### src/rtl/bch_syn_pkg.sv
package bch_syn_pkg;

  localparam int unsigned GF_M = 13;
  typedef logic [GF_M-1:0] gf_t;
  // x^13 + x^4 + x^3 + x + 1, leading term implied
  localparam gf_t GF_RED = 13'h001B;

  function automatic gf_t gf_xtime(gf_t a);
    gf_t r;
    r = {a[GF_M-2:0], 1'b0};
    if (a[GF_M-1]) r = r ^ GF_RED;
    return r;
  endfunction

  function automatic gf_t gf_mul_apow(gf_t a, int unsigned k);
    gf_t r;
    r = a;
    for (int unsigned i = 0; i < k; i++) r = gf_xtime(r);
    return r;
  endfunction

  function automatic gf_t gf_mul(gf_t a, gf_t b);
    gf_t r;
    r = '0;
    for (int i = GF_M - 1; i >= 0; i--) begin
      r = gf_xtime(r);
      if (b[i]) r = r ^ a;
    end
    return r;
  endfunction

  function automatic gf_t gf_sq_n(gf_t a, int unsigned e);
    gf_t r;
    r = a;
    for (int unsigned i = 0; i < e; i++) r = gf_mul(r, r);
    return r;
  endfunction

  function automatic int unsigned odd_part(int unsigned j);
    int unsigned v;
    v = j;
    while (v != 0 && v % 2 == 0) v = v / 2;
    return v;
  endfunction

  function automatic int unsigned two_exp(int unsigned j);
    int unsigned v;
    int unsigned e;
    v = j;
    e = 0;
    while (v != 0 && v % 2 == 0) begin
      v = v / 2;
      e++;
    end
    return e;
  endfunction

endpackage

### src/rtl/bch_syn_ser.sv
module bch_syn_ser
  import bch_syn_pkg::*;
#(
  parameter int unsigned W      = 16,
  parameter int unsigned K_BITS = 4096,
  parameter int unsigned T_MAX  = 8,
  parameter int unsigned TW     = $clog2(T_MAX + 1)
) (
  input  logic          clk_i,
  input  logic          rst_ni,
  input  logic          abort_i,
  input  logic          word_vld_i,
  input  logic          sob_i,
  input  logic [W-1:0]  word_i,
  input  logic [TW-1:0] t_sel_i,
  output logic          ready_o,
  output logic          bit_o,
  output logic          bit_vld_o,
  output logic          bit_first_o,
  output logic          bit_last_o,
  output logic [TW-1:0] t_o
);

  localparam int unsigned CW   = $clog2(W + 1);
  localparam int unsigned NMAX = K_BITS + GF_M * T_MAX;
  localparam int unsigned NW   = $clog2(NMAX + 1);

  logic [W-1:0]  sh_q;
  logic [CW-1:0] cnt_q;
  logic [NW-1:0] blk_q;
  logic          first_q;
  logic          lastw_q;
  logic [TW-1:0] t_q;

  logic [TW-1:0] t_eff;
  logic [NW-1:0] n_new;
  logic [NW-1:0] avail;
  logic [CW-1:0] load;
  logic          take;

  always_comb begin
    t_eff = t_sel_i;
    if (t_sel_i == '0 || int'(t_sel_i) > int'(T_MAX)) t_eff = TW'(T_MAX);
    n_new = NW'(K_BITS + GF_M * int'(t_eff));
    avail = sob_i ? n_new : blk_q;
    load  = (avail >= NW'(W)) ? CW'(W) : CW'(avail);
  end

  assign ready_o = (cnt_q <= CW'(1));
  // idle words without a start marker are swallowed
  assign take = word_vld_i && ready_o && !abort_i && (sob_i || blk_q != '0);

  always_ff @(posedge clk_i or negedge rst_ni) begin
    if (!rst_ni) begin
      sh_q    <= '0;
      cnt_q   <= '0;
      blk_q   <= '0;
      first_q <= 1'b0;
      lastw_q <= 1'b0;
      t_q     <= TW'(T_MAX);
    end else if (abort_i) begin
      sh_q    <= '0;
      cnt_q   <= '0;
      blk_q   <= '0;
      first_q <= 1'b0;
      lastw_q <= 1'b0;
      t_q     <= TW'(T_MAX);
    end else if (take) begin
      sh_q    <= word_i;
      cnt_q   <= load;
      blk_q   <= avail - NW'(load);
      first_q <= sob_i;
      lastw_q <= (avail == NW'(load));
      if (sob_i) t_q <= t_eff;
    end else if (cnt_q != '0) begin
      sh_q    <= {sh_q[W-2:0], 1'b0};
      cnt_q   <= cnt_q - CW'(1);
      first_q <= 1'b0;
    end
  end

  assign bit_o       = sh_q[W-1];
  assign bit_vld_o   = (cnt_q != '0);
  assign bit_first_o = first_q;
  assign bit_last_o  = lastw_q && (cnt_q == CW'(1));
  assign t_o         = t_q;

  AST_DRAIN_ONE: assert property (@(posedge clk_i) disable iff (!rst_ni)
    (cnt_q > CW'(1) && !abort_i) |=> (cnt_q == $past(cnt_q) - CW'(1)));

  AST_ABORT_EMPTY: assert property (@(posedge clk_i) disable iff (!rst_ni)
    abort_i |=> (cnt_q == '0 && blk_q == '0));

endmodule

### src/rtl/bch_syn_core.sv
module bch_syn_core
  import bch_syn_pkg::*;
#(
  parameter int unsigned T_MAX = 8,
  parameter int unsigned TW    = $clog2(T_MAX + 1)
) (
  input  logic                  clk_i,
  input  logic                  rst_ni,
  input  logic                  abort_i,
  input  logic                  bit_i,
  input  logic                  bit_vld_i,
  input  logic                  bit_first_i,
  input  logic                  bit_last_i,
  input  logic [TW-1:0]         t_i,
  output gf_t [T_MAX-1:0]       odd_o,
  output logic                  res_vld_o,
  output logic [TW-1:0]         t_res_o,
  output logic                  done_o
);

  gf_t [T_MAX-1:0] s_q;
  gf_t [T_MAX-1:0] s_nxt;
  logic            res_vld_q;
  logic            done_q;
  logic [TW-1:0]   t_res_q;

  // S(2g+1) <= S*alpha^(2g+1) ^ bit; the first bit of a block overwrites
  for (genvar g = 0; g < int'(T_MAX); g++) begin : g_odd
    localparam int unsigned PW = 2 * g + 1;
    assign s_nxt[g] = bit_first_i ? gf_t'(bit_i)
                                  : (gf_mul_apow(s_q[g], PW) ^ gf_t'(bit_i));
  end

  always_ff @(posedge clk_i or negedge rst_ni) begin
    if (!rst_ni) begin
      s_q       <= '0;
      res_vld_q <= 1'b0;
      done_q    <= 1'b0;
      t_res_q   <= TW'(T_MAX);
    end else if (abort_i) begin
      s_q       <= '0;
      res_vld_q <= 1'b0;
      done_q    <= 1'b0;
      t_res_q   <= TW'(T_MAX);
    end else begin
      done_q <= bit_vld_i && bit_last_i;
      if (bit_vld_i) begin
        s_q <= s_nxt;
        if (bit_first_i) begin
          res_vld_q <= 1'b0;
          t_res_q   <= t_i;
        end
        if (bit_last_i) res_vld_q <= 1'b1;
      end
    end
  end

  assign odd_o     = s_q;
  assign res_vld_o = res_vld_q;
  assign t_res_o   = t_res_q;
  assign done_o    = done_q;

  AST_HOLD_RESULT: assert property (@(posedge clk_i) disable iff (!rst_ni)
    (res_vld_q && !bit_vld_i && !abort_i) |=> $stable(s_q));

endmodule

### src/rtl/bch_syn_fold.sv
module bch_syn_fold
  import bch_syn_pkg::*;
#(
  parameter int unsigned T_MAX = 8,
  parameter int unsigned TW    = $clog2(T_MAX + 1)
) (
  input  gf_t [T_MAX-1:0]           odd_i,
  input  logic                      res_vld_i,
  input  logic [TW-1:0]             t_i,
  output logic [2*T_MAX*GF_M-1:0]   syn_o,
  output logic                      zero_o
);

  // S(o*2^e) = S(o)^(2^e) for binary codes
  for (genvar j = 1; j <= int'(2 * T_MAX); j++) begin : g_syn
    localparam int unsigned OP = odd_part(j);
    localparam int unsigned EX = two_exp(j);
    gf_t val;
    assign val = gf_sq_n(odd_i[(OP-1)/2], EX);
    assign syn_o[(j-1)*GF_M +: GF_M] = (j <= 2 * int'(t_i)) ? val : '0;
  end

  logic any_nz;
  always_comb begin
    any_nz = 1'b0;
    for (int g = 0; g < int'(T_MAX); g++)
      if (g < int'(t_i) && odd_i[g] != '0) any_nz = 1'b1;
  end

  assign zero_o = res_vld_i && !any_nz;

endmodule

### src/rtl/bch_syn_gen.sv
module bch_syn_gen
  import bch_syn_pkg::*;
#(
  parameter int unsigned W      = 16,
  parameter int unsigned K_BITS = 4096,
  parameter int unsigned T_MAX  = 8,
  parameter int unsigned TW     = $clog2(T_MAX + 1)
) (
  input  logic                     clk_i,
  input  logic                     rst_ni,
  input  logic                     abort_i,
  input  logic                     word_vld_i,
  input  logic                     sob_i,
  input  logic [W-1:0]             word_i,
  input  logic [TW-1:0]            t_sel_i,
  output logic                     ready_o,
  output logic [2*T_MAX*GF_M-1:0]  syn_o,
  output logic                     done_o,
  output logic                     zero_o
);

  logic            bit_w;
  logic            bit_vld;
  logic            bit_first;
  logic            bit_last;
  logic [TW-1:0]   t_blk;
  logic [TW-1:0]   t_res;
  logic            res_vld;
  gf_t [T_MAX-1:0] odd;

  bch_syn_ser #(.W(W), .K_BITS(K_BITS), .T_MAX(T_MAX), .TW(TW)) u_ser (
    .clk_i      (clk_i),
    .rst_ni     (rst_ni),
    .abort_i    (abort_i),
    .word_vld_i (word_vld_i),
    .sob_i      (sob_i),
    .word_i     (word_i),
    .t_sel_i    (t_sel_i),
    .ready_o    (ready_o),
    .bit_o      (bit_w),
    .bit_vld_o  (bit_vld),
    .bit_first_o(bit_first),
    .bit_last_o (bit_last),
    .t_o        (t_blk)
  );

  bch_syn_core #(.T_MAX(T_MAX), .TW(TW)) u_core (
    .clk_i      (clk_i),
    .rst_ni     (rst_ni),
    .abort_i    (abort_i),
    .bit_i      (bit_w),
    .bit_vld_i  (bit_vld),
    .bit_first_i(bit_first),
    .bit_last_i (bit_last),
    .t_i        (t_blk),
    .odd_o      (odd),
    .res_vld_o  (res_vld),
    .t_res_o    (t_res),
    .done_o     (done_o)
  );

  bch_syn_fold #(.T_MAX(T_MAX), .TW(TW)) u_fold (
    .odd_i    (odd),
    .res_vld_i(res_vld),
    .t_i      (t_res),
    .syn_o    (syn_o),
    .zero_o   (zero_o)
  );

  AST_DONE_SINGLE: assert property (@(posedge clk_i) disable iff (!rst_ni)
    done_o |=> !done_o);

  AST_ZERO_RISE_AT_DONE: assert property (@(posedge clk_i) disable iff (!rst_ni)
    $rose(zero_o) |-> done_o);

  AST_READY_AFTER_ABORT: assert property (@(posedge clk_i) disable iff (!rst_ni)
    abort_i |=> ready_o);

endmodule

### config.mk
export PLATFORM = sky130hd
export DESIGN_NAME = bch_syn_gen
export DESIGN_NICKNAME = d
export VERILOG_FILES = /design/src/rtl/bch_syn_pkg.sv /design/src/rtl/bch_syn_ser.sv /design/src/rtl/bch_syn_core.sv /design/src/rtl/bch_syn_fold.sv /design/src/rtl/bch_syn_gen.sv
export SDC_FILE = /design/constraint.sdc
export NUM_CORES = 1
export LEC_CHECK = 0
export BUFFER_PORTS_ARGS = -buffer_cell sky130_fd_sc_hd__buf_2
export CORE_MARGIN = 2
export CORE_UTILIZATION = 52
export DETAILED_ROUTE_END_ITERATION = 7
export PLACE_DENSITY = 0.79
export RECOVER_POWER = 25
export SYNTH_ARGS = -nofsm -noshare
export SYNTH_HDL_FRONTEND = slang
export SYNTH_HIERARCHICAL = 1
export SYNTH_SLANG_ARGS = --single-unit
export TNS_END_PERCENT = 5
### constraint.sdc
create_clock -name clk_i -period 4.1 [get_ports clk_i]
set_input_delay 0.205 -clock clk_i [delete_from_list [all_inputs] [get_ports clk_i]]
set_output_delay 0.205 -clock clk_i [all_outputs]
set_load 0.01 [all_outputs]
* Word level (Yosys, flattened, before mapping)
Index checks and enable logic that the tools add are counted.
Widths: inputs -> output; s select.
** Word-level totals
- Input port bits :: 25
- Logic and storage cells :: 677
- Bits in registers :: 150
** Cells by class
- Magnitude comparators :: 27
- Mux-type cells :: 325
- Reductions and logical operators :: 38
- $add $sub $neg :: 3
- Bitwise gates (word level) :: 264
- Equal/unequal tests :: 2
- Multipliers :: 1
** Operators by type and width (count)
- $mux 13 :: 131
- $xor 13x13->13 :: 96
- $mux 5 :: 164
- $not 4->4 :: 160
- $mux 104 :: 2
- $reduce_bool 13->1 :: 9
- $xor 13x1->13 :: 8
- $mux 16 :: 3
- $le 4x5->1 const A :: 8
- $mux 4 :: 7
- $le 3x5->1 const A :: 4
- $mux 1 :: 18
- $lt 3x4->1 const A :: 4
- $logic_and 1x1->1 :: 14
- $add 13x8->13 const A :: 1
- $eq 13x5->1 :: 1
- $ge 13x5->1 const B :: 1
- $sub 13x5->13 :: 1
- $le 2x5->1 const A :: 2
- $lt 1x4->1 const A :: 2
- $lt 2x4->1 const A :: 2
- $mul 4x4->8 const A :: 1
- $reduce_bool 2->1 :: 4
- $reduce_and 2->1 :: 3
- other kinds (11) :: 14

* Logic depth before layout (Yosys ltp)
Gate-level depths: netlist of the first run.
- Word-level depth :: 197
- Mapped depth :: 19

* Hierarchy
The synthesis of the first run kept the hierarchy.
** By module, submodules not included
- bch_syn_core :: cells an instance 513, area an instance 5532.8 µm², seq. area each 2753.9 µm², instances 1
- bch_syn_fold :: cells an instance 543, area an instance 3689.8 µm², seq. area each 0.0 µm², instances 1
- bch_syn_ser :: cells an instance 299, area an instance 2808.9 µm², seq. area each 1002.2 µm², instances 1

* Worst setup path after synthesis of the first run
No wires, ideal clock.
- Path kind :: flip-flop to output port
- Start :: register u_core.s_q, in the netlist u_core/odd_o[0]
- End :: output port syn_o[206]
- Setup slack :: -0.131 ns
- Arrival :: 4.026 ns
- Stages on the path, launching flop included :: 20
- Cell sequence :: dfrtp_1 -> buf_4 -> inv_1 -> ha_1 -> xnor2_2 -> xnor2_2 -> xnor2_2 -> inv_4 -> ha_1 -> xnor2_2 -> xnor3_2 -> inv_1 -> ha_1 -> xor2_1 -> xnor3_2 -> inv_1 -> ha_1 -> xnor2_1 -> mux2i_1 -> mux2i_1
** Between the ends
- Cells in the longest elaborated chain, start to end :: 130
** RTL lines
- start: declaration :: line bch_syn_core.sv:21 : gf_t [T_MAX-1:0] s_q;
- start signal: assignment :: line bch_syn_core.sv:48 : s_q <= s_nxt;
- $mux 13 :: line bch_syn_pkg.sv:27 : if (b[i]) r = r ^ a;
- $not 4->4 (no source line)
- $mux 5 :: line bch_syn_pkg.sv:11 : if (a[GF_M-1]) r = r ^ GF_RED;
- $xor 13x13->13 :: line bch_syn_pkg.sv:27
- $mux 13 :: line bch_syn_pkg.sv:27
- $mux 5 :: line bch_syn_pkg.sv:11
- $xor 13x13->13 :: line bch_syn_pkg.sv:27
- $mux 13 :: line bch_syn_pkg.sv:27
- [... 114 more ...]
- $mux 13 :: line bch_syn_pkg.sv:27
- $xor 13x13->13 :: line bch_syn_pkg.sv:27
- $mux 13 :: line bch_syn_pkg.sv:27
- $xor 13x13->13 :: line bch_syn_pkg.sv:27
- $mux 13 :: line bch_syn_pkg.sv:27
- $xor 13x13->13 :: line bch_syn_pkg.sv:27
- $mux 13 (*) :: line bch_syn_pkg.sv:27
- $mux 13 (*) :: line bch_syn_fold.sv:20 : assign syn_o[(j-1)*GF_M +: GF_M] = (j <= 2 * int'(t_i)) ? val : '0;
- end: declaration :: line bch_syn_gen.sv:17 : output logic [2*T_MAX*GF_M-1:0] syn_o,
Mark *: on every way between the ends. The rest lies on a longest branch, timed or not.

* Final worst setup path of the first run
Same ends and word-level chain as after synthesis.

==> results by stage, run 1 <==
Setup path:
- On the worst path, the slowest cell contributes a delay of 0.37 ns.
- Along the worst path, the maximum fanout reaches 3.
- Traced cell by cell, the critical path runs through inv_2 > ha_4 > xnor2_4 > xnor2_2 > xnor2_2 > inv_4 > ha_4 > xnor2_2 > xnor3_2 > inv_2 > ha_4 > xor2_2 > xnor3_2 > inv_2 > ha_4 > xnor2_2 > mux2i_1 > mux2i_1 > buf_2.
- At the worst endpoint, the arrival time is 3.92 ns.
- The nature of the critical path endpoint is an output pin.
- For the worst flop-to-flop path, the logic depth is 8.
- The worst register-to-register path ends at u_core/odd_o[32].
- For this design, the slowest cell found on the critical path is sky130_fd_sc_hd__dfrtp_1.
- The critical path is of the flip-flop to output pin type.
- The reg-to-reg critical path startpoint is u_ser/cnt_q[0].
- The origin of the worst setup path is u_core/odd_o[0].
- The setup slack on the worst flop-to-flop path is 1.26 ns.
- The endpoint required time on the critical path is 3.89 ns.
- STA classifies the critical path startpoint as a flip-flop.
- The most critical setup path has its endpoint at syn_o[206].

Synth:
- Counting flops with a built-in enable in the synthesized netlist gives 0.
- The dominant register cell in the synthesized netlist is sky130_fd_sc_hd__dfrtp_1.
- The sequential-to-total area share from yosys stat is 0.312.
- The number of nets produced by synthesis is 1409.
- Of all cell types, the one taking the most synthesized area is sky130_fd_sc_hd__dfrtp_1.
- The XOR/XNOR share of the synthesized area is 0.265.
- Counting flops and latches in the post-synthesis netlist gives 150.
- In the post-synthesis netlist, the biggest area contributors are sky130_fd_sc_hd__dfrtp_1 (31%), sky130_fd_sc_hd__xnor2_1 (16%), sky130_fd_sc_hd__xor2_1 (6.4%).
- The yosys synthesis warning count is 6.
- The mean instance size in the synthesized netlist is 8.88 um2.
- The cell count after synthesis came out at 1355.
- The fraction of the mapped netlist area in compound gates came to 0.121.
- After synthesis, the share of flip-flops with an asynchronous set or reset is 1.00.
- By area, the combinational part of the netlist is dominated by XOR/XNOR gates.
- After synthesis the cells add up to 0.0120 mm2.
- The adder-cell share of the synthesized area is 0.0308.
- The simple logic cell fraction of the synthesized area is 0.196.
- In this run, distinct cell masters in the synthesized netlist total 79.
- The top-area cell type share of the netlist area is 0.308.
- The share of cell area taken by muxes after synthesis is 0.0280.

Finish:
- The fraction of final layout cells with drive strength greater than 1 is 0.231.
- The library cells used most frequently in the layout, excluding fill and tap cells, are sky130_fd_sc_hd__buf_2 (233), sky130_fd_sc_hd__xnor2_1 (218), sky130_fd_sc_hd__nor2_1 (155).
- At the end of the flow the core is filled with cells to 0.622.
- Relative to the synthesized area, the layout overhead comes to 17.5%.
- 0 antenna diodes ended up in the layout.
- The final instance count without filler cells is 1847.
- After filler insertion, the fill cell instance count of the layout stands at 1857.
- In the final design database the tool counted 1604 nets.
- The most common library cell in the layout ignoring fill and taps is sky130_fd_sc_hd__buf_2.

Global routing:
- For this run, the total global-route usage over all layers was measured as 0.260.
- The number of global-route vias before repair is 10100.
- The number of antenna violations at the first check in global routing is 0.
- For this run the aggregate overflow at the end of global routing stands at 0.
- The global-route wire length before repair is 51100 um.
- The maximum number of pins on one net before global-route repair is 87.

Placed design:
- The HPWL after detailed placement is 22200 um.
- The count of buffers from port buffering is 235.
- The congestion estimate from routability-driven global placement came to 0.926.
- The number of instances in the placed design is 1800.

Power:
- The design draws 9.71 mW.
- Summed over all cells, the static leakage comes to 7.07 nW.
- The switching power of the nets is 4.35 mW.
- The power density over the cells is 687 mW/mm2.
- The sequential cell fraction of total power is 0.268.
- The internal portion of total power is 5.36 mW.
- The switching share of total power is 0.448.
- Of the total power, the clock network draws 0.166.
- Of the total power, combinational logic draws 0.567.
- The largest vdd supply drop is 0.000376 V.

STA:
- The setup clock skew after layout is 0.00876 ns.
- The hold slack is 0.0165 ns.
- The count of final hold-check violations is 0.
- The fmax is 243 MHz.
- Setup repair after global routing could not meet its margin everywhere.
- The final critical-path required period is 4.12 ns.
- The final critical-path share of the clock period is 1.01.
- The max-slew violation count is 84.
- The worst slew margin relative to its limit is -0.419.
- The number of setup violations in the final report is 1.
- The setup TNS is -0.0213 ns.
- After layout, the worst setup slack is -0.0213 ns.
- The slew of the pin with the lowest slew margin is 2.13 ns.

Floorplan:
- For this configuration, the core starts out at a cell density of 0.530.
- The area of the core is 0.0227 mm2.
- The count of pins on the block boundary is 236.
- The floorplan has 55 rows.
- The floorplan step set the die width to 156 um.
- The die span in y is 156 um.
- The area of the die is 0.0244 mm2.

Clocking:
- Counting the buffers created by CTS gives 17.
- The clock reaches the later pin of the worst-skew pair after 0.42 ns.
- The TritonCTS clock tree is built.
- Clock-pin slew was measured on the worst setup and hold paths at 0.06 ns.
- The number of H-tree branching levels is 4.
- The number of clock sinks is 150.
- The maximum buffer depth of the clock tree is 2.
- The buffer type at the clock tree root is sky130_fd_sc_hd__clkbuf_16.

Route:
- The iteration-0 DRC count of the detailed router is 849.
- The total wirelength of the detailed-routed design is 32200 um.
- In the routed layout, each cell is associated on average with a via count of 5.66.
- For this run, design rule violations remaining after detail routing come to 0.
- The routed via count is 10500.
- The average wire per cell in the routed design is 17.4 um.
- Before antenna repair, the detailed router went through 5 iterations.
- The post-route antenna net violation count is 0.

Min path:
- The min-delay analysis places its worst path in the category input port to flip-flop.

Flow run:
- The tool flagged a number of max-cap violations equal to 1.

Run status:
- The run finished, with violations left.
- The checks that failed: max-capacitance violations, max-slew violations, negative setup slack.
-- synthesized netlist by cell type, drive strengths merged (6+ instances only) --
| cell | count |
|---|---|
| o21ai | 70 |
| clkbuf | 61 |
| nor2b | 75 |
| nor2 | 158 |
| xor2 | 89 |
| nand3 | 16 |
| and3 | 17 |
| a21oi | 26 |
| a211oi | 24 |
| nand2 | 88 |
| nor4 | 17 |
| or3 | 8 |
| dfrtp | 148 |
| a211o | 6 |
| a22o | 45 |
| xnor2 | 234 |
| buf | 34 |
| mux2i | 28 |
| and2 | 45 |
| nor3 | 26 |
| xnor3 | 8 |
| inv | 28 |
| ha | 28 |
-- kinds of logic after synthesis --
kind of cell / count (synthesis)
compound gates: 210
xor+xnor: 333
fa+ha+maj: 29
buf+inv: 124
flops: 150
mux: 33
other cells: 2
simple gates: 474
-- repair_timing --
| item | CTS | global route |
|---|---|---|
| pin swaps | 11 | 7 |
| resized for setup | 14 | 3 |
| hold endpoints to repair | 79 | 0 |
| setup buffers | 11 | 4 |
| setup endpoints to repair | 10 | 8 |
| hold buffers | 1 | 0 |
-- power by group through the flow --
stage / Clock (mW) / Combinational (mW) / Sequential [mW]
2_1_floorplan: 0 / 4.33 / 2.29
3_3_place_gp: 0 / 5.23 / 2.59
3_5_place_dp: 0 / 5.38 / 2.61
4_1_cts: 1.64 / 5.46 / 2.59
5_1_grt: 1.70 / 6.02 / 2.67
6_report: 1.61 / 5.50 / 2.60
-- cell type report --
cell class,count,area (um2),share of cell area
multi-input cells,1081,7850,0.555
clock inverters,14,178,0.0126
repair buffers,271,1460,0.103
inverters,29,111,0.00788
well taps,285,357,0.0252
flip-flops and latches,150,3760,0.266
clock buffers,17,425,0.0301
-- state kept, by name, summed over array words and instances (netlist names) --
name               flops
u_ser/bit_first_o      1
u_ser/blk_q           13
u_ser/cnt_q            5
u_core/done_o          1
u_core/t_res_o         4
u_core/res_vld_o       1
u_ser/lastw_q          1
u_ser/t_o              4
u_core/odd_o         104
u_ser/sh_q            16
-- metal layers --
metal,global-route usage,wire length (um),vias up
li1,-,-,4922
met1,0.327,13700,5054
met2,0.453,15700,398
met3,0.0372,1710,77
met4,0.100,1010,0
met5,0,0,-
-- stage by stage --
stage | cell area (um2) | setup slack [ns]
floorplan | 12000 | 0.0267
global placement | 13300 | 0.118
detailed placement | 13300 | -0.0266
CTS | 14100 | -0.134
global route | 14100 | -0.168
finish | 14100 | -0.0213
-- how the worst min path moves through the flow --
stage                        to      start  cells past startpoint  slack (ns)
6_report          u_ser/sh_q[0]  word_i[0]                      3        0.02
3_3_place_gp     u_ser/blk_q[6]     rst_ni                      1        0.31
3_5_place_dp   u_core/odd_o[57]     rst_ni                      1        0.32
5_1_grt           u_ser/sh_q[0]  word_i[0]                      3        0.04
2_1_floorplan     u_core/done_o     rst_ni                      0       -0.09
4_1_cts           u_ser/sh_q[0]  word_i[0]                      3       0.001
-- critical path: cells and delay by family (launching register included) --
| family | cells | cell delay [ns] |
|---|---|---|
| buf+inv | 5 | 0.45 |
| flops | 1 | 0.37 |
| xor+xnor | 8 | 1.53 |
| mux | 2 | 0.46 |
| fa+ha+maj | 4 | 0.68 |
Power figures use the tool's default switching activity.
==> run 2: changes to the inputs <==
Settings changed: CORE_UTILIZATION 52 to 43, PLACE_DENSITY 0.79 to 0.67, SLEW_MARGIN set to 0.
==> run 2 against run 1 <==
The run ends with max-capacitance violations, max-slew violations left. Non-clock buffer count shrank 1. Via count shrank 2.8%. Cell area grew 0.57%. Register-to-register slack lost 0.12 ns. Cell count grew 5.0%. Sequential power is essentially flat. Flip-flop and latch count is the same. Combinational power shrank 0.9%. Wire length grew 0.93%. Largest power group unchanged.
==> results by stage, run 2 (same netlist as run 1, synthesis figures left out) <==
Global routing:
- The number of antenna violations at the first check in global routing is 0.
- The maximum number of pins on one net before global-route repair is 86.
- The global-route wire length before repair is 51400 um.
- For this run, the total global-route usage over all layers was measured as 0.219.
- The total overflow left after global routing is 0.
- The number of global-route vias before repair is 9813.

Floorplan:
- The overall die width is 171 um.
- The standard-cell row count is 61.
- The initial cell density of the core is 0.435.
- The count of pins on the block boundary is 236.
- In this run the vertical extent of the chip is 171 um.
- The area of the core is 0.0276 mm2.
- The area of the die is 0.0293 mm2.

Power:
- The leakage power figure is 7.06 nW.
- IR analysis of the VDD net gives a maximum drop of 0.000356 V.
- The design draws 9.64 mW.
- The internal portion of total power is 5.30 mW.
- The switching power of the nets is 4.34 mW.
- The proportion of power drawn by combinational gates is 0.565.
- For this design the ratio of total power to cell area is 678 mW/mm2.
- The switching share of total power is 0.450.
- The sequential cell fraction of total power is 0.268.
- The clock share of power is 0.167.

Placed design:
- The count of buffers from port buffering is 235.
- Before CTS, the worst setup slack after placement is -0.0527 ns.
- At the end of routability-driven placement, the weighted congestion stood at 0.873.
- The HPWL after detailed placement is 22900 um.

Setup path:
- The endpoint required time on the critical path is 3.89 ns.
- The sort of element at the start of the critical path is a flip-flop.
- The category of the most critical setup path is flip-flop to output pin.
- Along the worst path, the maximum fanout reaches 3.
- The nature of the critical path endpoint is an output pin.
- STA puts the critical path data arrival time at 3.85 ns.

Run status:
- The run finished, with violations left.
- The checks that failed: max-capacitance violations, max-slew violations.

Finish:
- The library cell used most frequently in the layout, excluding fill and tap cells, is sky130_fd_sc_hd__buf_2.
- The number of flip-flops under the largest register name is 104.
- Relative to the synthesized area, the layout overhead comes to 18.1%.
- The number of diodes added for antenna fixing is 0.
- For this run, the post-layout net count is 1603.
- The top cell types in the final layout, fill and taps aside, are sky130_fd_sc_hd__buf_2 (233), sky130_fd_sc_hd__xnor2_1 (220), sky130_fd_sc_hd__nor2_1 (155).
- Of the cells placed in the final design, the portion with a size suffix greater than 1 is 0.230.

Route:
- The iteration count of the initial detailed-routing pass is 6.
- In this run the remaining antenna-violating nets after routing total 0.
- The final routed DRC violation total is 0.
- Using the TritonRoute via totals, the vias-per-cell ratio works out to 5.24.
- For this block, the routed nets add up to 32500 um of wire.
- The iteration-0 DRC count of the detailed router is 625.
- Summing over every cut layer, the via total after detailed routing is 10200.
- After detailed routing, the average wire length per cell comes to 16.8 um.

Clocking:
- Clock tree synthesis selected as its root buffer the cell sky130_fd_sc_hd__clkbuf_16.
- After clock tree synthesis, the clock-pin slew on the worst setup and hold paths is 0.07 ns.
- The clock latency reported for the late side of the worst-skew pair is 0.43 ns.
- The maximum buffer depth of the clock tree is 2.
- The number of clock sinks is 150.
- The TritonCTS clock tree is built.
- CTS built an H-tree with a depth of 4.
- Counting the buffers created by CTS gives 17.

STA:
- Setup violations remaining at the end of the flow were counted as 0.
- Setup repair after global routing could not meet its margin everywhere.
- The max-slew violation count is 86.
- The setup slack of the critical path after layout is 0.0457 ns.
- The final critical-path share of the clock period is 0.989.
- The count of final hold-check violations is 0.
- At the pin with the least slew margin, the transition time is 2.18 ns.
- In this run the tightest slew margin relative to its limit is -0.452.
- The fmax is 247 MHz.
- The setup clock skew after layout is 0.0120 ns.
- The worst path needs 4.05 ns of the cycle, external delays included.

Min path:
- In this run the worst hold path is classified as input port to flip-flop.

Flow run:
- The max-capacitance violation count is 1.
run 2: cell count changes in the layout (fill, tap and decap cells not counted), moves of 2 or more:
cell | previous run | this run
sky130_fd_sc_hd__xnor2_2 | 13 | 11
sky130_fd_sc_hd__inv_6 | 1 | 3
sky130_fd_sc_hd__xnor2_1 | 218 | 220
sky130_fd_sc_hd__clkinv_4 | 3 | 5
run 2: layer usage:
| metal | up-vias | GRT usage | routed length (um) |
|---|---|---|---|
| li1 | 4919 | - | - |
| met1 | 4930 | 0.279 | 14500 |
| met2 | 276 | 0.383 | 16100 |
| met3 | 36 | 0.0336 | 1400 |
| met4 | 0 | 0.0696 | 510 |
| met5 | - | 0 | 0 |
run 2: power groups by stage:
stage	Combinational, mW	Sequential (mW)	Clock, mW
3_5_place_dp	5.39	2.61	0
4_1_cts	5.43	2.58	1.64
3_3_place_gp	5.30	2.60	0
6_report	5.45	2.58	1.61
5_1_grt	6.04	2.66	1.70
2_1_floorplan	4.33	2.29	0
run 2: path summary, 6_finish.rpt:
path / end / startpoint / depth (start not counted) / slack, ns
max: syn_o[206] / u_core/odd_o[0] / 19 / 0.05
max in group asynchronous: u_core/odd_o[32] / rst_ni / 3 / 1.33
min reg2reg: u_core/res_vld_o / u_core/res_vld_o / 2 / 0.53
max reg2reg: u_core/odd_o[88] / u_ser/cnt_q[0] / 8 / 1.14
min: u_ser/sh_q[0] / word_i[0] / 3 / 0.03
min in group asynchronous: u_ser/sh_q[4] / rst_ni / 2 / 0.95
run 2: cell type report:
class                           count  area, um2
Clock buffer                       17        425
Clock inverter                     15        170
Fill cell                        2613      13400
Inverter                           29        111
Multi-Input combinational cell   1081       7820
Sequential cell                   150       3760
Tap cell                          378        473
Timing Repair Buffer              270       1450
run 2: timing repair:
item / CTS / global route
gates cloned: 0 / 0
endpoints found under the hold margin: 82 / 0
setup endpoints to repair: 10 / 8
pin swaps: 9 / 3
setup buffers: 9 / 1
hold buffers: 1 / 0
resized for setup: 6 / 9
run 2: critical path, cell delays in order, from the launching register on:
cell                      delay (ns)
sky130_fd_sc_hd__dfrtp_1        0.38
sky130_fd_sc_hd__inv_2          0.07
sky130_fd_sc_hd__ha_4           0.17
sky130_fd_sc_hd__xnor2_4        0.13
sky130_fd_sc_hd__xnor2_2        0.24
sky130_fd_sc_hd__xnor2_2        0.17
sky130_fd_sc_hd__inv_4          0.06
sky130_fd_sc_hd__ha_4           0.16
sky130_fd_sc_hd__xnor2_2        0.12
sky130_fd_sc_hd__xnor3_2        0.29
sky130_fd_sc_hd__inv_2          0.09
sky130_fd_sc_hd__ha_4           0.14
sky130_fd_sc_hd__xor2_2         0.13
sky130_fd_sc_hd__xnor3_2        0.30
sky130_fd_sc_hd__inv_2          0.09
sky130_fd_sc_hd__ha_4           0.20
sky130_fd_sc_hd__xnor2_1        0.13
sky130_fd_sc_hd__mux2i_1        0.22
sky130_fd_sc_hd__mux2i_1        0.20
sky130_fd_sc_hd__buf_2          0.14
run 2: through the flow:
| stage | TNS [ns] | hold slack [ns] | cells | utilization | area (um2) |
|---|---|---|---|---|---|
| 6_report | 0 | 0.0252 | 1940 | 0.514 | 14200 |
| 5_1_grt | -0.254 | 0.0275 | 1940 | 0.514 | 14200 |
| 4_1_cts | -0.0373 | 0.00170 | 1939 | 0.512 | 14200 |
| 3_5_place_dp | -0.0527 | 0.330 | 1897 | 0.487 | 13500 |
| 3_3_place_gp | 0 | 0.330 | 1897 | 0.487 | 13500 |
| 2_1_floorplan | 0 | -0.0906 | 1355 | - | 12000 |
==> run 3: changes to the inputs <==
Settings changed: CTS_BUF_LIST set to sky130_fd_sc_hd__clkbuf_8.
==> run 3 against run 2 <==
The flow still finishes with violations (max-capacitance violations, max-slew violations). Die area stayed put. Utilization down 0.37 points. Global-route usage hardly changed. First-iteration DRC count is 6.4% higher. Worst setup slack got worse by 0.045 ns. Register-to-register slack better by 0.03 ns. Clock skew up 0.0042 ns. Critical path type unchanged. Non-clock buffer count rose by 9.
==> results by stage, run 3 (same netlist as run 1, synthesis figures left out) <==
Placed design:
- Routability-driven placement finished with a final weighted congestion of 0.873.
- At the placement stage, the worst setup path has a slack of -0.0527 ns.
- The count of buffers from port buffering is 235.
- The HPWL after detailed placement is 22900 um.
- The number of instances in the placed design is 1897.

Power:
- Of the total power, the share spent switching nets is 0.464.
- The internal power of the cells totals 4.95 mW.
- In this run the static leakage power is 7.01 nW.
- The share of total power dissipated in the clock network is 0.130.
- Across the VDD grid, the largest voltage drop is 0.000324 V.
- The sequential cell fraction of total power is 0.280.
- The share of total power dissipated in combinational logic is 0.591.
- The power density over the cells is 654 mW/mm2.
- Summed over all nets, the switching power comes to 4.28 mW.
- The total power is 9.23 mW.

Setup path:
- Data on the critical path is required at its endpoint by 3.89 ns.
- The library cell appearing most often on the critical path is sky130_fd_sc_hd__ha_4.
- The nature of the critical path endpoint is an output pin.
- The critical path is of the flip-flop to output pin type.
- STA classifies the critical path startpoint as a flip-flop.
- The maximum fanout encountered on the critical timing path is 3.
- At the worst endpoint, the arrival time is 3.89 ns.
- Traced cell by cell, the critical path runs through inv_2 > ha_4 > xnor2_4 > xnor2_2 > xnor2_2 > inv_4 > ha_4 > xnor2_2 > xnor3_2 > inv_2 > ha_4 > xor2_2 > xnor3_2 > inv_2 > ha_4 > xnor2_1 > mux2i_1 > mux2i_1 > buf_2.
- The slowest stage of the critical path belongs to the cell sky130_fd_sc_hd__dfrtp_1.
- The highest cell delay on the worst timing path is 0.38 ns.

Route:
- Using the TritonRoute via totals, the vias-per-cell ratio works out to 5.24.
- The first routing iteration left 665 violations.
- The routed via count is 10200.
- The iteration count of the initial detailed-routing pass is 7.
- In the routed design, unresolved DRC markers number 0.
- Summed over all layers, the routed wires come to 32600 um.
- The average wire per cell in the routed design is 16.7 um.
- Once detail routing completed, the nets flagged for antenna violations numbered 0.

Global routing:
- The number of antenna violations at the first check in global routing is 0.
- Entering global routing, the biggest net connects 86 pins.
- Summed over all layers, the global routing overflow is 0.
- Across every metal layer, demand over resource in global routing totals 0.220.
- The first global-routing pass estimated 51500 um of wire.
- The number of global-route vias before repair is 9849.

Clocking:
- The number of clock sinks is 150.
- TritonCTS built the clock tree.
- The maximum buffer depth of the clock tree is 2.
- The CTS buffer count is 17.
- The later pin in the worst-skew pair is clocked with a latency of 0.47 ns.
- The clock tree synthesis step divided the H-tree into 4 levels.
- The tree is rooted in a sky130_fd_sc_hd__clkbuf_8.
- The clock-pin slew of the registers on the worst-case setup and hold paths is 0.09 ns.

STA:
- The fmax is 244 MHz.
- The hold slack is 0.0250 ns.
- In the finished design, the share of the clock period the worst path needs comes to 1.00.
- The worst slew margin relative to its limit is -0.452.
- The max-slew violation count is 86.
- The final critical-path required period is 4.10 ns.
- Setup violations remaining at the end of the flow were counted as 0.
- Setup repair after global routing could not meet its margin everywhere.
- The setup clock skew after layout is 0.0162 ns.
- The count of final hold-check violations came to 0.
- After layout, the worst setup slack is 0.000671 ns.
- At the pin with the least slew margin, the transition time is 2.18 ns.

Finish:
- The share of the core filled with cells in the final layout is 0.511.
- The register with the most flip-flops in the layout has 104 of them.
- The top cell types in the final layout, fill and taps aside, are sky130_fd_sc_hd__buf_2 (233), sky130_fd_sc_hd__xnor2_1 (220), sky130_fd_sc_hd__nor2_1 (155).
- The number of diodes added for antenna fixing is 0.
- Leaving out fill and tap cells, the most frequent cell in the layout is sky130_fd_sc_hd__buf_2.
- The fraction of final layout cells with drive strength greater than 1 is 0.229.
- The relative area change from synthesis to final layout is 17.3%.
- The final instance count without filler cells is 1949.
- The final-stage net count is 1612.

Run status:
- The final reports fail on max-capacitance violations, max-slew violations.
- The run finished, with violations left.

Floorplan:
- The area of the die is 0.0293 mm2.
- The count of pins on the block boundary is 236.
- The standard-cell row count is 61.
- Measured along the y axis, the die boundary spans 171 um.
- In this run the standard cell core region covers 0.0276 mm2.
- Measured along the x axis, the die boundary spans 171 um.
- The initial cell density of the core is 0.435.

Flow run:
- The max-capacitance violation count is 1.

Min path:
- The worst hold path belongs to the class input port to flip-flop.
[run 3: cell count changes in the layout (fill, tap and decap cells not counted), sizes merged]
cell | before | now
dlygate4sd3 | 1 | 10
[run 3: path summary, 6_finish.rpt]
check                                       from                to  slack (ns)  cells after the start
min in group asynchronous                 rst_ni     u_ser/sh_q[4]        0.90                      2
max in group asynchronous                 rst_ni  u_core/odd_o[21]        1.36                      3
worst min register to register  u_core/res_vld_o  u_core/res_vld_o        0.53                      2
worst max register to register    u_ser/cnt_q[0]  u_core/odd_o[88]        1.17                      8
worst max-delay path             u_core/odd_o[0]        syn_o[206]      0.0007                     19
worst min-delay path                   word_i[1]     u_ser/sh_q[1]        0.03                      3
[run 3: metal layers]
layer	wire length, um	part of all wire	track usage	up-vias
met2	16200	0.50	0.388	307
li1	-	-	-	4933
met5	0	0	0	-
met4	488	0.015	0.0564	0
met3	1640	0.050	0.0384	35
met1	14300	0.44	0.278	4947
[run 3: stage by stage]
| stage | TNS, ns | instance area, um2 |
|---|---|---|
| 3_5_place_dp | -0.0527 | 13500 |
| 6_report | 0 | 14100 |
| 2_1_floorplan | 0 | 12000 |
| 4_1_cts | -0.0808 | 14000 |
| 5_1_grt | -0.708 | 14100 |
| 3_3_place_gp | 0 | 13500 |
[run 3: area by class of cell]
class                   count  area, um2
fillers                  2628      13500
multi-input cells        1081       7820
flip-flops and latches    150       3760
repair buffers            279       1540
well taps                 378        473
clock buffers              17        234
clock inverters            15        170
inverters                  29        111
[run 3: power groups by stage]
stage,sequential (mW),clock [mW],combinational (mW)
after floorplan,2.29,0,4.33
after CTS,2.58,1.22,5.43
after detailed placement,2.61,0,5.39
final,2.58,1.20,5.45
after global placement,2.60,0,5.30
after global routing,2.66,1.30,6.05
[run 3: worst max-delay path, delay by kind of cell (launching register included)]
| kind | cells | cell delay [ns] |
|---|---|---|
| adder cells (fa/ha/maj) | 4 | 0.67 |
| multiplexers | 2 | 0.42 |
| flip-flops | 1 | 0.38 |
| buffers and inverters | 5 | 0.45 |
| XOR/XNOR | 8 | 1.52 |
[run 3: timing repair]
| item | 4_1_cts | 5_1_grt |
|---|---|---|
| setup buffers | 9 | 1 |
| gates resized for setup | 6 | 9 |
| endpoints found under the setup margin | 10 | 9 |
| hold endpoints to repair | 90 | 1 |
| hold buffers | 9 | 1 |
| pin swaps | 9 | 3 |
